[config.mk]
export PLATFORM = sky130hd
export DESIGN_NAME = wupd_cache
export DESIGN_NICKNAME = d
export VERILOG_FILES = /design/src/rtl/wupd_pkg.sv /design/src/rtl/wupd_dpath.sv /design/src/rtl/wupd_ctrl.sv /design/src/rtl/wupd_cache.sv
export SDC_FILE = /design/constraint.sdc
export NUM_CORES = 1
export LEC_CHECK = 0
export BUFFER_PORTS_ARGS = -buffer_cell sky130_fd_sc_hd__clkbuf_2
export CORE_MARGIN = 1
export CORE_UTILIZATION = 30
export CTS_CLUSTER_DIAMETER = 60
export DETAILED_ROUTE_END_ITERATION = 10
export PLACE_DENSITY = 0.54
export SETUP_SLACK_MARGIN = 0.05
export SLEW_MARGIN = 20
export SYNTH_ARGS = -nofsm -noshare
export SYNTH_HDL_FRONTEND = slang
export SYNTH_SLANG_ARGS = --single-unit
[constraint.sdc]
create_clock -name clk -period 8.43 [get_ports clk]
set_clock_uncertainty 0.2 [all_clocks]
set_input_delay 0 -clock clk [delete_from_list [all_inputs] [get_ports clk]]
set_output_delay 0 -clock clk [all_outputs]
set_load 0.05 [all_outputs]
[src/rtl/wupd_pkg.sv]
package wupd_pkg;

  typedef enum logic [2:0] {
    LS_INV = 3'd0,
    LS_EC  = 3'd1,
    LS_EM  = 3'd2,
    LS_SC  = 3'd3,
    LS_SM  = 3'd4
  } lineState_e;

  typedef enum logic [1:0] {
    BC_IDLE = 2'd0,
    BC_READ = 2'd1,
    BC_UPD  = 2'd2,
    BC_WB   = 2'd3
  } busCmd_e;

  typedef enum logic [1:0] {
    SRC_CPU  = 2'd0,
    SRC_PEER = 2'd1,
    SRC_MEM  = 2'd2
  } lineSrc_e;

  // strobes from control to datapath, all aimed at the set picked by cpuAddr
  typedef struct packed {
    logic       lineWr;
    logic       setTag;
    lineSrc_e   src;
    lineState_e newState;
  } ctrlStb_t;

  function automatic logic isDirty(lineState_e s);
    return (s == LS_EM) || (s == LS_SM);
  endfunction

  function automatic logic isShared(lineState_e s);
    return (s == LS_SC) || (s == LS_SM);
  endfunction

endpackage

[src/rtl/wupd_dpath.sv]
module wupd_dpath
  import wupd_pkg::*;
#(
  parameter int ADDR_W   = 8,
  parameter int DATA_W   = 16,
  parameter int SET_BITS = 2
) (
  input  logic              clk,
  input  logic              rst_n,
  input  logic [ADDR_W-1:0] cpuAddr,
  input  logic [DATA_W-1:0] cpuWdata,
  input  ctrlStb_t          stb,
  input  busCmd_e           busCmd,
  input  logic [DATA_W-1:0] supplyDataIn,
  input  logic [DATA_W-1:0] memData,
  input  busCmd_e           snpCmd,
  input  logic [ADDR_W-1:0] snpAddr,
  input  logic [DATA_W-1:0] snpData,
  output lineState_e        hitState,
  output lineState_e        victimState,
  output logic [DATA_W-1:0] cpuRdata,
  output logic [ADDR_W-1:0] busAddr,
  output logic [DATA_W-1:0] busData,
  output logic              shOut,
  output logic              supplyValid,
  output logic [DATA_W-1:0] supplyData
);

  localparam int NUM_SETS = 1 << SET_BITS;
  localparam int TAG_W    = ADDR_W - SET_BITS;

  lineState_e              stArr  [NUM_SETS];
  logic [TAG_W-1:0]        tagArr [NUM_SETS];
  logic [DATA_W-1:0]       datArr [NUM_SETS];

  logic [SET_BITS-1:0] cpuIdx, snpIdx;
  logic [TAG_W-1:0]    cpuTag, snpTag;
  logic                snpHit;
  logic [DATA_W-1:0]   fillData;

  assign cpuIdx = cpuAddr[SET_BITS-1:0];
  assign cpuTag = cpuAddr[ADDR_W-1:SET_BITS];
  assign snpIdx = snpAddr[SET_BITS-1:0];
  assign snpTag = snpAddr[ADDR_W-1:SET_BITS];

  assign snpHit = (stArr[snpIdx] != LS_INV) && (tagArr[snpIdx] == snpTag);

  always_comb begin
    unique case (stb.src)
      SRC_PEER: fillData = supplyDataIn;
      SRC_MEM:  fillData = memData;
      default:  fillData = cpuWdata;
    endcase
  end

  // one storage slice per set
  for (genvar g = 0; g < NUM_SETS; g++) begin : gSet
    lineState_e        st;
    logic [TAG_W-1:0]  tg;
    logic [DATA_W-1:0] dat;
    logic              ctrlSel, snpSel;

    assign ctrlSel = stb.lineWr && (cpuIdx == SET_BITS'(g));
    assign snpSel  = snpHit && (snpIdx == SET_BITS'(g));

    always_ff @(posedge clk or negedge rst_n) begin
      if (!rst_n) begin
        st  <= LS_INV;
        tg  <= '0;
        dat <= '0;
      end else if (ctrlSel) begin
        st <= stb.newState;
        if (stb.setTag) tg <= cpuTag;
        if (stb.newState != LS_INV) dat <= fillData;
      end else if (snpSel) begin
        unique case (snpCmd)
          BC_READ: begin
            if (st == LS_EC) st <= LS_SC;
            else if (st == LS_EM) st <= LS_SM;
          end
          BC_UPD: begin
            dat <= snpData;
            st  <= LS_SC;
          end
          default: ;
        endcase
      end
    end

    assign stArr[g]  = st;
    assign tagArr[g] = tg;
    assign datArr[g] = dat;
  end

  assign victimState = stArr[cpuIdx];
  assign hitState    = (tagArr[cpuIdx] == cpuTag) ? stArr[cpuIdx] : LS_INV;
  assign cpuRdata    = datArr[cpuIdx];

  always_comb begin
    busAddr = cpuAddr;
    busData = '0;
    unique case (busCmd)
      BC_WB: begin
        busAddr = {tagArr[cpuIdx], cpuIdx};
        busData = datArr[cpuIdx];
      end
      BC_UPD:  busData = cpuWdata;
      default: ;
    endcase
  end

  assign shOut       = snpHit && ((snpCmd == BC_READ) || (snpCmd == BC_UPD));
  assign supplyValid = snpHit && (snpCmd == BC_READ);
  assign supplyData  = datArr[snpIdx];

endmodule

[src/rtl/wupd_ctrl.sv]
module wupd_ctrl
  import wupd_pkg::*;
(
  input  logic       clk,
  input  logic       rst_n,
  input  logic       cpuReq,
  input  logic       cpuWe,
  input  logic       snpBusy,
  input  lineState_e hitState,
  input  lineState_e victimState,
  input  logic       busGnt,
  input  logic       shIn,
  input  logic       supplyValidIn,
  input  logic       memAck,
  output logic       busReq,
  output busCmd_e    busCmd,
  output logic       cpuDone,
  output ctrlStb_t   stb
);

  typedef enum logic [2:0] {
    C_IDLE, C_UPD, C_WB, C_RD, C_MEMW
  } ctrlState_e;

  ctrlState_e curState, nxtState;
  logic       shSeen, shSeenNxt;

  always_ff @(posedge clk or negedge rst_n) begin
    if (!rst_n) begin
      curState <= C_IDLE;
      shSeen   <= 1'b0;
    end else begin
      curState <= nxtState;
      shSeen   <= shSeenNxt;
    end
  end

  always_comb begin
    nxtState  = curState;
    shSeenNxt = shSeen;
    busReq    = 1'b0;
    busCmd    = BC_IDLE;
    cpuDone   = 1'b0;
    stb       = '0;
    unique case (curState)
      C_IDLE: begin
        if (cpuReq && !snpBusy) begin
          if (hitState != LS_INV) begin
            if (!cpuWe) begin
              cpuDone = 1'b1;
            end else if (isShared(hitState)) begin
              nxtState = C_UPD;
            end else begin
              cpuDone      = 1'b1;
              stb.lineWr   = 1'b1;
              stb.src      = SRC_CPU;
              stb.newState = LS_EM;
            end
          end else begin
            nxtState = isDirty(victimState) ? C_WB : C_RD;
          end
        end
      end
      C_UPD: begin
        busReq = 1'b1;
        if (busGnt) begin
          busCmd       = BC_UPD;
          cpuDone      = 1'b1;
          stb.lineWr   = 1'b1;
          stb.src      = SRC_CPU;
          stb.newState = shIn ? LS_SM : LS_EM;
          nxtState     = C_IDLE;
        end
      end
      C_WB: begin
        busReq = 1'b1;
        if (busGnt) begin
          busCmd       = BC_WB;
          stb.lineWr   = 1'b1;
          stb.newState = LS_INV;
          nxtState     = C_RD;
        end
      end
      C_RD: begin
        busReq = 1'b1;
        if (busGnt) begin
          busCmd = BC_READ;
          if (supplyValidIn) begin
            stb.lineWr   = 1'b1;
            stb.setTag   = 1'b1;
            stb.src      = SRC_PEER;
            stb.newState = shIn ? LS_SC : LS_EC;
            nxtState     = C_IDLE;
          end else begin
            shSeenNxt = shIn;
            nxtState  = C_MEMW;
          end
        end
      end
      C_MEMW: begin
        if (memAck) begin
          stb.lineWr   = 1'b1;
          stb.setTag   = 1'b1;
          stb.src      = SRC_MEM;
          stb.newState = shSeen ? LS_SC : LS_EC;
          nxtState     = C_IDLE;
        end
      end
      default: nxtState = C_IDLE;
    endcase
  end

endmodule

[src/rtl/wupd_cache.sv]
module wupd_cache
  import wupd_pkg::*;
#(
  parameter int ADDR_W   = 8,
  parameter int DATA_W   = 16,
  parameter int SET_BITS = 2
) (
  input  logic              clk,
  input  logic              rst_n,
  input  logic              cpuReq,
  input  logic              cpuWe,
  input  logic [ADDR_W-1:0] cpuAddr,
  input  logic [DATA_W-1:0] cpuWdata,
  output logic [DATA_W-1:0] cpuRdata,
  output logic              cpuDone,
  output logic              busReq,
  input  logic              busGnt,
  output logic [1:0]        busCmdOut,
  output logic [ADDR_W-1:0] busAddrOut,
  output logic [DATA_W-1:0] busDataOut,
  input  logic              shIn,
  input  logic              supplyValidIn,
  input  logic [DATA_W-1:0] supplyDataIn,
  input  logic              memAck,
  input  logic [DATA_W-1:0] memData,
  input  logic [1:0]        snpCmd,
  input  logic [ADDR_W-1:0] snpAddr,
  input  logic [DATA_W-1:0] snpData,
  output logic              shOut,
  output logic              supplyValidOut,
  output logic [DATA_W-1:0] supplyDataOut
);

  ctrlStb_t   stb;
  busCmd_e    busCmd;
  lineState_e hitState, victimState;
  logic       snpBusy;

  assign snpBusy   = (snpCmd != 2'd0);
  assign busCmdOut = busCmd;

  wupd_ctrl ctrl_i (
    .clk          (clk),
    .rst_n        (rst_n),
    .cpuReq       (cpuReq),
    .cpuWe        (cpuWe),
    .snpBusy      (snpBusy),
    .hitState     (hitState),
    .victimState  (victimState),
    .busGnt       (busGnt),
    .shIn         (shIn),
    .supplyValidIn(supplyValidIn),
    .memAck       (memAck),
    .busReq       (busReq),
    .busCmd       (busCmd),
    .cpuDone      (cpuDone),
    .stb          (stb)
  );

  wupd_dpath #(
    .ADDR_W  (ADDR_W),
    .DATA_W  (DATA_W),
    .SET_BITS(SET_BITS)
  ) dpath_i (
    .clk         (clk),
    .rst_n       (rst_n),
    .cpuAddr     (cpuAddr),
    .cpuWdata    (cpuWdata),
    .stb         (stb),
    .busCmd      (busCmd),
    .supplyDataIn(supplyDataIn),
    .memData     (memData),
    .snpCmd      (busCmd_e'(snpCmd)),
    .snpAddr     (snpAddr),
    .snpData     (snpData),
    .hitState    (hitState),
    .victimState (victimState),
    .cpuRdata    (cpuRdata),
    .busAddr     (busAddrOut),
    .busData     (busDataOut),
    .shOut       (shOut),
    .supplyValid (supplyValidOut),
    .supplyData  (supplyDataOut)
  );

endmodule

==> results.toml, run 1 <==
[outcome]
status = "completed"

[final_layout]
seqCellArea_mm2 = 0.00260
syn_to_final_growth_pct = 22.5
diodes = 0
fillers = 2443
nNetsFinal = 872
final_area_mm2 = 0.00895
multiInputGateArea_mm2 = 0.00447
final_cell_count_no_fill = 1101
drive_gt1_share_pct = 48.6
utilization_pct = 37.8

[sta]
finalMaxSlewViolations = 0
fin_crit_ps = 3520
hold_violations = 0
max_freq_mhz = 284
rsz0062_at_grt = "no"
finalSetupViolCount = 0
period_share_pct = 41.7
layout_setup_ws_ps = 4910
tightest_slew_ps = 1100
tns_ps = 0
slew-limit-headroom_pct = 26.5

[synthesis]
synth.ff_latch_count = 104
async_reset_ff_share_pct = 100
synth.distinct_cells = 54
syn_inst = 618
ys_seq_area_share_pct = 35.6
yosysMostFrequentCell = "mux2_2"
synth_area_leaders = "dfrtp_1 (36%), mux2_2 (22%), mux4_2 (13%)"
synth_flop_cell = "dfrtp_1"
synth_top_area_share_pct = 35.6
synth_edf_count = 0
synthesis.nets = 713
synth_common_cells = "mux2_2 (142), dfrtp_1 (104), mux4_2 (43)"
syn_area_mm2 = 0.00731
synth_top_cell_by_area = "dfrtp_1"
synth_warnings = 0
avgSynthCellArea_um2 = 11.8

[routing]
via_per_inst = 5.23
post_drt_wl_per_cell_um = 20.4
ant_nets = 0
drc = 0
first_pass_iters = 4
drt_iter0_drc = 368
num_vias = 5763
routed_wl_mm = 22.4

[placed_design]
dp_hpwl_mm = 15.3
portBuffers = 151
dpl_cell_area_mm2 = 0.00835
place_inst = 1057
pre_cts_slack_ps = 4460
gp_congestion = 0.824

[setup_path]
end_kind = "register"
required_ps = 8480
crit_type = "in2reg"
cp-start-kind = "primary input"
critPathMaxFanout = 34
arrival_ps = 3570

[floorplan]
start_util_pct = 30.8
std_cell_rows = 56
dieArea_mm2 = 0.0250
core_area_mm2 = 0.0237
die_w_um = 158
die_h_um = 158
ios = 152

[cts]
cts_tree = "yes"
post_cts_resized = 0
ctsHtreeMaxLevel = 3
cts_sinks = 104
clockBufferDepth = 2
clock_latency_ps = 360
cts_buffers = 9
hold_buffers = 28
cts-root-buf = "clkbuf_16"
cts_setup_buffers = 0
clk_pin_slew_ps = 80

[power]
cellPowerDensity_mw_per_mm2 = 325
p_leak_nw = 3.90
peakVddDrop_v = 0.000196

[flow_run]
maxCapViolations = 0

[grt]
antenna_found_initial = 0
grt_pass1_vias = 5915
grt_overflow = 0
grtUsageTotal_pct = 18.8
grt_max_degree = 61
grt_pass1_wl_mm = 35.0

[min_path]
hold_path_class = "in2reg"
path summary, 6_finish.rpt:
| path | from | endpoint | slack [ps] | depth (start not counted) |
|---|---|---|---|---|
| min in group asynchronous | rst_n | dpath_i.gSet[0].tg[1]$_DFFE_PN0P_ | 100 | 2 |
| worst min-delay path | cpuWdata[11] | dpath_i.gSet[1].dat[11]$_DFFE_PN0P_ | 60 | 5 |
| worst max-delay path | cpuAddr[1] | dpath_i.gSet[2].dat[8]$_DFFE_PN0P_ | 4910 | 8 |
| max in group asynchronous | rst_n | dpath_i.gSet[3].tg[0]$_DFFE_PN0P_ | 6820 | 3 |
| worst min register to register | dpath_i.gSet[2].dat[15]$_DFFE_PN0P_ | dpath_i.gSet[2].dat[15]$_DFFE_PN0P_ | 330 | 1 |
| worst max register to register | dpath_i.gSet[3].tg[1]$_DFFE_PN0P_ | dpath_i.gSet[2].dat[8]$_DFFE_PN0P_ | 4920 | 7 |
sequential cells by signal (all words and copies together) (netlist names):
name              count
dpath_i.gSet.st      12
dpath_i.gSet.dat     64
ctrl_i.curState       3
dpath_i.gSet.tg      24
ctrl_i.shSeen         1
metrics by stage:
step                power, mW  hold slack, ps
finish                   2.91            59.2
global route             3.08             108
CTS                      2.93            64.4
detailed placement       2.46           -40.7
global placement         2.44           -34.1
floorplan                2.07            -496
metal layers:
metal	vias up	track usage (%)	routed length (um)
met4	0	4.58	467
met5	-	0	0
met2	180	30.8	10800
met3	26	3.48	976
li1	2668	-	-
met1	2889	25.5	10200
where the power goes:
group	total (mW)	switching (mW)	leakage, nW	internal [mW]
sequential	0.928	0.194	1.29	0.734
combinational	1.53	0.920	2.46	0.615
clock	0.443	0.201	0.148	0.242
total	2.91	1.32	3.90	1.59
placed cells by master (no fill, tap or decap), types with 5 or more instances in the layout:
master	synthesis	routed
a21oi_1	13	13
a22o_1	17	17
a22oi_1	16	16
a31oi_1	6	6
buf_4	3	11
clkbuf_16	0	9
clkbuf_2	0	150
dfrtp_1	104	104
dlygate4sd3_1	0	28
ha_1	5	5
inv_1	16	16
mux2_1	20	20
mux2_2	142	142
mux2i_1	11	11
mux4_2	43	43
nand2_1	39	39
nand2b_1	7	7
nand3_1	6	6
nor2_1	22	22
nor3_1	12	12
o21ai_0	26	26
xnor2_1	14	14
cells by family (layout without fill, tap and decap cells):
kind of cell / count (synthesis) / count (layout) / synth area share (%)
DFF: 104 / 104 / 35.6
and+or+nand+nor: 115 / 115 / 7.96
AOI/OAI and AO/OA: 104 / 104 / 10.3
buffers and inverters: 57 / 221 / 3.53
muxes: 216 / 216 / 39.7
adders and majority gates: 5 / 5 / 0.856
xor gates and xnor gates: 17 / 17 / 2.04
worst max-delay path: stages:
cell and delay (ps):
clkbuf_2 800, mux4_2 440, xnor2_1 260, nand4_2 190
nor4_4 790, o21ai_4 390, mux2_1 420, mux2_2 260
final cells by class:
| class | instances | share of cell area (%) |
|---|---|---|
| tap | 319 | 4.46 |
| multi-input combinational | 457 | 49.9 |
| timing repair buffer | 189 | 12.4 |
| sequential | 104 | 29.1 |
| clock buffer | 11 | 2.71 |
| inverter | 16 | 0.671 |
| clock inverter | 5 | 0.699 |
(Power assumes the default switching activity.)
==> run 2, diff against run 1 <==
clock period = 3.37 ns   (was 8.43 ns; I/O delays follow)
==> run 2 against run 1 <==
  * Cell count grew 3.4%
  * Setup slack lost 4700 ps
  * Core utilization grew 1.6 points
  * Clock-buffer cell count is the same
  * Critical path depth is the same
==> results.toml, run 2 (synthesis results as in run 1) <==
[outcome]
status = "completed"

[sta]
fin_crit_ps = 3190
tightest_slew_ps = 670
tns_ps = 0
layout_setup_ws_ps = 181
max_freq_mhz = 314
rsz0062_at_grt = "no"
holdWs_ps = 20.0
finalSetupViolCount = 0
hold_violations = 0
finalMaxSlewViolations = 0
slew-limit-headroom_pct = 55.1
period_share_pct = 94.6

[power]
p_leak_nw = 4.13
peakVddDrop_v = 0.000509
cellPowerDensity_mw_per_mm2 = 799

[setup_path]
arrival_ps = 3240
critPathMaxFanout = 13
crit_type = "reg2reg"
end_kind = "register"
cpPeakStageDelay_ps = 570
worstSetupStartpoint = "dpath_i.gSet[3].tg[1]$_DFFE_PN0P_"
cp_top_family = "simple AND/OR/NAND/NOR gates"
cp_cell_sequence = "mux4_2 -> xnor2_2 -> nand4_2 -> or3b_2 -> nor3_1 -> a211oi_4 -> buf_12 -> mux2_2"
crit_slowest_cell = "or3b_2"
cp-start-kind = "register"
reg2reg_from = "dpath_i.gSet[3].tg[1]$_DFFE_PN0P_"
worst-path-buf-inv = 1
required_ps = 3420

[floorplan]
die_w_um = 158
start_util_pct = 30.8
die_h_um = 158
dieArea_mm2 = 0.0250
core_area_mm2 = 0.0237
ios = 152
std_cell_rows = 56

[placed_design]
portBuffers = 151
gp_congestion = 0.860
place_inst = 1089
dp_hpwl_mm = 16.3
pre_cts_slack_ps = 61.1

[grt]
busiest_layer = "met2"
grt_overflow = 0
grt_util_met3_pct = 3.53
grt_pass1_wl_mm = 35.6
grtUsageTotal_pct = 19.2
antenna_found_initial = 0
grt_pass1_vias = 6035
grt_max_degree = 105
grt_use_met2_pct = 31.2
met1_usage_pct = 26.9

[final_layout]
drive_gt1_share_pct = 51.3
fillers = 2386
diodes = 0
nNetsFinal = 909
reg.largest.list = "dpath_i.gSet.dat x64, dpath_i.gSet.tg x24, dpath_i.gSet.st x12"
regMostFlops = "dpath_i.gSet.dat"
final_common_cell = "clkbuf_2"
final_cell_mix = "clkbuf_2 (150), mux2_2 (142), dfrtp_1 (104)"
final_cell_count_no_fill = 1138
largest_register_ff_count = 64
syn_to_final_growth_pct = 27.7

[routing]
routed_wl_mm = 23.0
ant_nets = 0
num_vias = 5941
first_pass_iters = 5
drt_iter0_drc = 373
via_per_inst = 5.22
post_drt_wl_per_cell_um = 20.2
drc = 0

[cts]
clockBufferDepth = 2
clk_pin_slew_ps = 80
cts-root-buf = "clkbuf_16"
clock_latency_ps = 360
cts_tree = "yes"
cts_buffers = 9
cts_sinks = 104
ctsHtreeMaxLevel = 3

[flow_run]
maxCapViolations = 0

[min_path]
hold_path_class = "in2async"
[run 2: cell types whose count changed in the layout (fill, tap and decap cells not counted), moves of 2 or more]
cell,previous run,this run
buf_4,11,42
buf_12,0,6
o21ai_2,0,2
o21ai_4,4,2
[run 2: what timing repair did]
item | 4_1_cts | 5_1_grt
setup endpoints to repair | 0 | 33
gates resized for setup | 0 | 2
endpoints found under the hold margin | 199 | 0
hold buffers | 28 | 0
buffers inserted | 0 | 5
[run 2: cell type report]
cell class	instances	area (um^2)	share of cell area, %
clock buffers	11	253	2.71
clock inverters	5	70.1	0.751
inverters	16	60.1	0.644
multi-input cells	457	4480	48.0
flip-flops and latches	104	2600	27.9
well taps	319	399	4.28
repair buffers	226	1470	15.7
[run 2: per-stage QoR]
stage	total power, mW	cell area (um^2)	utilization [%]
after floorplan	5.18	7310	-
after global placement	6.20	8650	36.5
final	7.45	9330	39.4
after CTS	7.46	9250	39.1
after global routing	7.86	9330	39.4
after detailed placement	6.24	8650	36.5
[run 2: power by group]
part | internal (mW) | switching (mW) | total [mW] | leakage [nW]
Clock | 0.633 | 0.531 | 1.16 | 0.160
Combinational | 1.65 | 2.37 | 4.02 | 2.68
Sequential | 1.83 | 0.431 | 2.27 | 1.29
Total | 4.12 | 3.33 | 7.45 | 4.13
[run 2: per-layer routing]
layer  vias up  wire length [um]
met5         -                 0
met4         0               231
met3        14              1170
met2       204             10900
met1      2976             10700
li1       2747                 -
[run 2: final timing paths]
kind                                                       end  slack [ps]  cells after the start
setup / recovery           dpath_i.gSet[3].dat[13]$_DFFE_PN0P_         180                      8
setup reg to reg           dpath_i.gSet[3].dat[13]$_DFFE_PN0P_         180                      8
min in group clk           dpath_i.gSet[1].dat[11]$_DFFE_PN0P_          30                      5
hold reg to reg              dpath_i.gSet[2].tg[4]$_DFFE_PN0P_         330                      1
hold / removal               dpath_i.gSet[0].tg[5]$_DFFE_PN0P_          20                      3
max in group asynchronous       ctrl_i.curState[2]$_DFFE_PN0P_        2430                      3
[run 2: worst min-delay path, delay by kind of cell]
family	cells	cell delay, ps
buffers and inverters	3	1040
==> run 3, diff against run 2 <==
CORE_ASPECT_RATIO = 0.6   (was unset)
TNS_END_PERCENT = 100   (was unset)
==> run 3 against run 2 <==
  * Combinational power fell by 2%
  * Via count shrank 1.6%
  * Core utilization fell by 0.19 points
  * Sequential cell count did not move
  * Worst hold slack improved by 9.3 ps
  * Sequential share of layout area rose by 0.34 points
  * Clock power decreased by 9%
  * Global-route usage barely moved
  * Non-clock buffer count shrank 11
  * Register-to-register slack improved by 30 ps
  * First-iteration DRC count grew 8.0%
  * Fmax grew 0.86%
==> results.toml, run 3 (synthesis results as in run 1) <==
[setup_path]
rr_endpoint = "dpath_i.gSet[2].dat[0]$_DFFE_PN0P_"
critPathMaxFanout = 19
end_kind = "register"
worstSetupStartpoint = "dpath_i.gSet[0].st[1]$_DFFE_PN0P_"
cp-start-kind = "register"
reg2reg_from = "dpath_i.gSet[0].st[1]$_DFFE_PN0P_"
crit_type = "reg2reg"
required_ps = 3420
rrSetupSlack_ps = 210
reg2reg_depth = 7
endpoint = "dpath_i.gSet[2].dat[0]$_DFFE_PN0P_"
arrival_ps = 3210

[min_path]
hold_path_class = "in2reg"
min-delay-start = "cpuWdata[8]"

[floorplan]
core_area_mm2 = 0.0235
ios = 152
std_cell_rows = 43
dieArea_mm2 = 0.0250
die_w_um = 203
start_util_pct = 31.1
die_h_um = 123

[final_layout]
drive_gt1_share_pct = 50.6
final_cell_mix = "clkbuf_2 (150), mux2_2 (142), dfrtp_1 (104)"
reg.largest.list = "dpath_i.gSet.dat x64, dpath_i.gSet.tg x24, dpath_i.gSet.st x12"
regMostFlops = "dpath_i.gSet.dat"
multiInputGateArea_mm2 = 0.00450
seqCellArea_mm2 = 0.00260
largest_register_ff_count = 64
syn_to_final_growth_pct = 26.1
final_common_cell = "clkbuf_2"
diodes = 0
fillers = 2286
nNetsFinal = 898

[placed_design]
pre_cts_slack_ps = 129
dp_hpwl_mm = 17.3
gp_congestion = 0.900
portBuffers = 151

[grt]
grtUsageTotal_pct = 19.2
antenna_found_initial = 0
grt_pass1_vias = 5805
grt_max_degree = 58
grt_pass1_wl_mm = 35.8
grt_overflow = 0

[sta]
hold_violations = 0
period_share_pct = 93.8
tns_ps = 0
finalSetupViolCount = 0
tightest_slew_ps = 878
rsz0062_at_grt = "no"
finalMaxSlewViolations = 0
fin_crit_ps = 3160
layout_setup_ws_ps = 208
slew-limit-headroom_pct = 41.3
max_freq_mhz = 316

[power]
cellPowerDensity_mw_per_mm2 = 797
p_leak_nw = 4.06
peakVddDrop_v = 0.000532

[cts]
clockBufferDepth = 2
cts_buffers = 9
clk_pin_slew_ps = 80
clock_latency_ps = 360
ctsHtreeMaxLevel = 3
cts_sinks = 104
cts-root-buf = "clkbuf_16"
cts_tree = "yes"

[routing]
post_drt_wl_per_cell_um = 20.5
num_vias = 5846
via_per_inst = 5.21
drc = 0
first_pass_iters = 5
routed_wl_mm = 23.0
drt_iter0_drc = 403
ant_nets = 0

[flow_run]
maxCapViolations = 0

[outcome]
status = "completed"
[run 3: changes by cell type in the layout (fill, tap and decap cells not counted), moves of 2 or more]
cell | before | now
a211oi_2 | 2 | 0
a211oi_4 | 1 | 3
buf_12 | 6 | 4
buf_4 | 42 | 32
[run 3: metrics by stage]
step           area [um^2]  power [mW]  utilization, %  std cells  hold slack [ps]
2_1_floorplan         7310        5.18               -        618             -496
3_3_place_gp          8620        6.22            36.7       1078            -75.1
3_5_place_dp          8620        6.25            36.7       1078            -72.8
4_1_cts               9200        7.37            39.1       1122             17.3
5_1_grt               9220        7.77            39.2       1123             97.5
6_report              9220        7.35            39.2       1123             29.3
[run 3: how the worst min path moves through the flow]
stage | cells past startpoint | end | slack (ps)
2_1_floorplan | 0 | ctrl_i.curState[0]$_DFFE_PN0P_ | -500
3_3_place_gp | 1 | dpath_i.gSet[2].dat[7]$_DFFE_PN0P_ | -80
3_5_place_dp | 1 | dpath_i.gSet[2].dat[7]$_DFFE_PN0P_ | -70
4_1_cts | 5 | dpath_i.gSet[2].dat[9]$_DFFE_PN0P_ | 20
5_1_grt | 2 | dpath_i.gSet[3].dat[3]$_DFFE_PN0P_ | 100
6_report | 5 | dpath_i.gSet[1].dat[8]$_DFFE_PN0P_ | 30
[run 3: worst max-delay path: stages, from the launching register on]
cell	delay [ps]
dfrtp_1	470
mux4_2	510
or2_2	340
nand2_1	170
nor4_4	80
o21ai_4	610
mux2_2	410
mux2_2	260
[run 3: what timing repair did]
| item | in CTS | in global routing |
|---|---|---|
| setup endpoints to repair | 0 | 6 |
| setup buffers | 0 | 0 |
| hold buffers | 28 | 0 |
| gates resized for setup | 0 | 1 |
| endpoints found under the hold margin | 149 | 0 |
[run 3: final cells by class]
| type | count | share of cell area [%] |
|---|---|---|
| Clock buffer | 10 | 2.59 |
| Sequential cell | 104 | 28.2 |
| Clock inverter | 6 | 0.625 |
| Tap cell | 315 | 4.28 |
| Inverter | 16 | 0.652 |
| Timing Repair Buffer | 215 | 14.8 |
| Multi-Input combinational cell | 457 | 48.8 |
[run 3: report_power, final]
| group | internal, mW | switching (mW) | total [mW] | leakage [nW] |
|---|---|---|---|---|
| Combinational | 1.60 | 2.34 | 3.94 | 2.63 |
| Clock | 0.538 | 0.526 | 1.06 | 0.144 |
| Sequential | 1.83 | 0.507 | 2.34 | 1.29 |
[run 3: metal layers]
layer  track usage [%]  vias up  part of all wire (%)
met1              30.5     2907                    53
met5                 0        -                     0
met2              25.7      200                    39
met3              4.99       19                   7.1
met4              3.20        0                  0.91
li1                  -     2720                     -
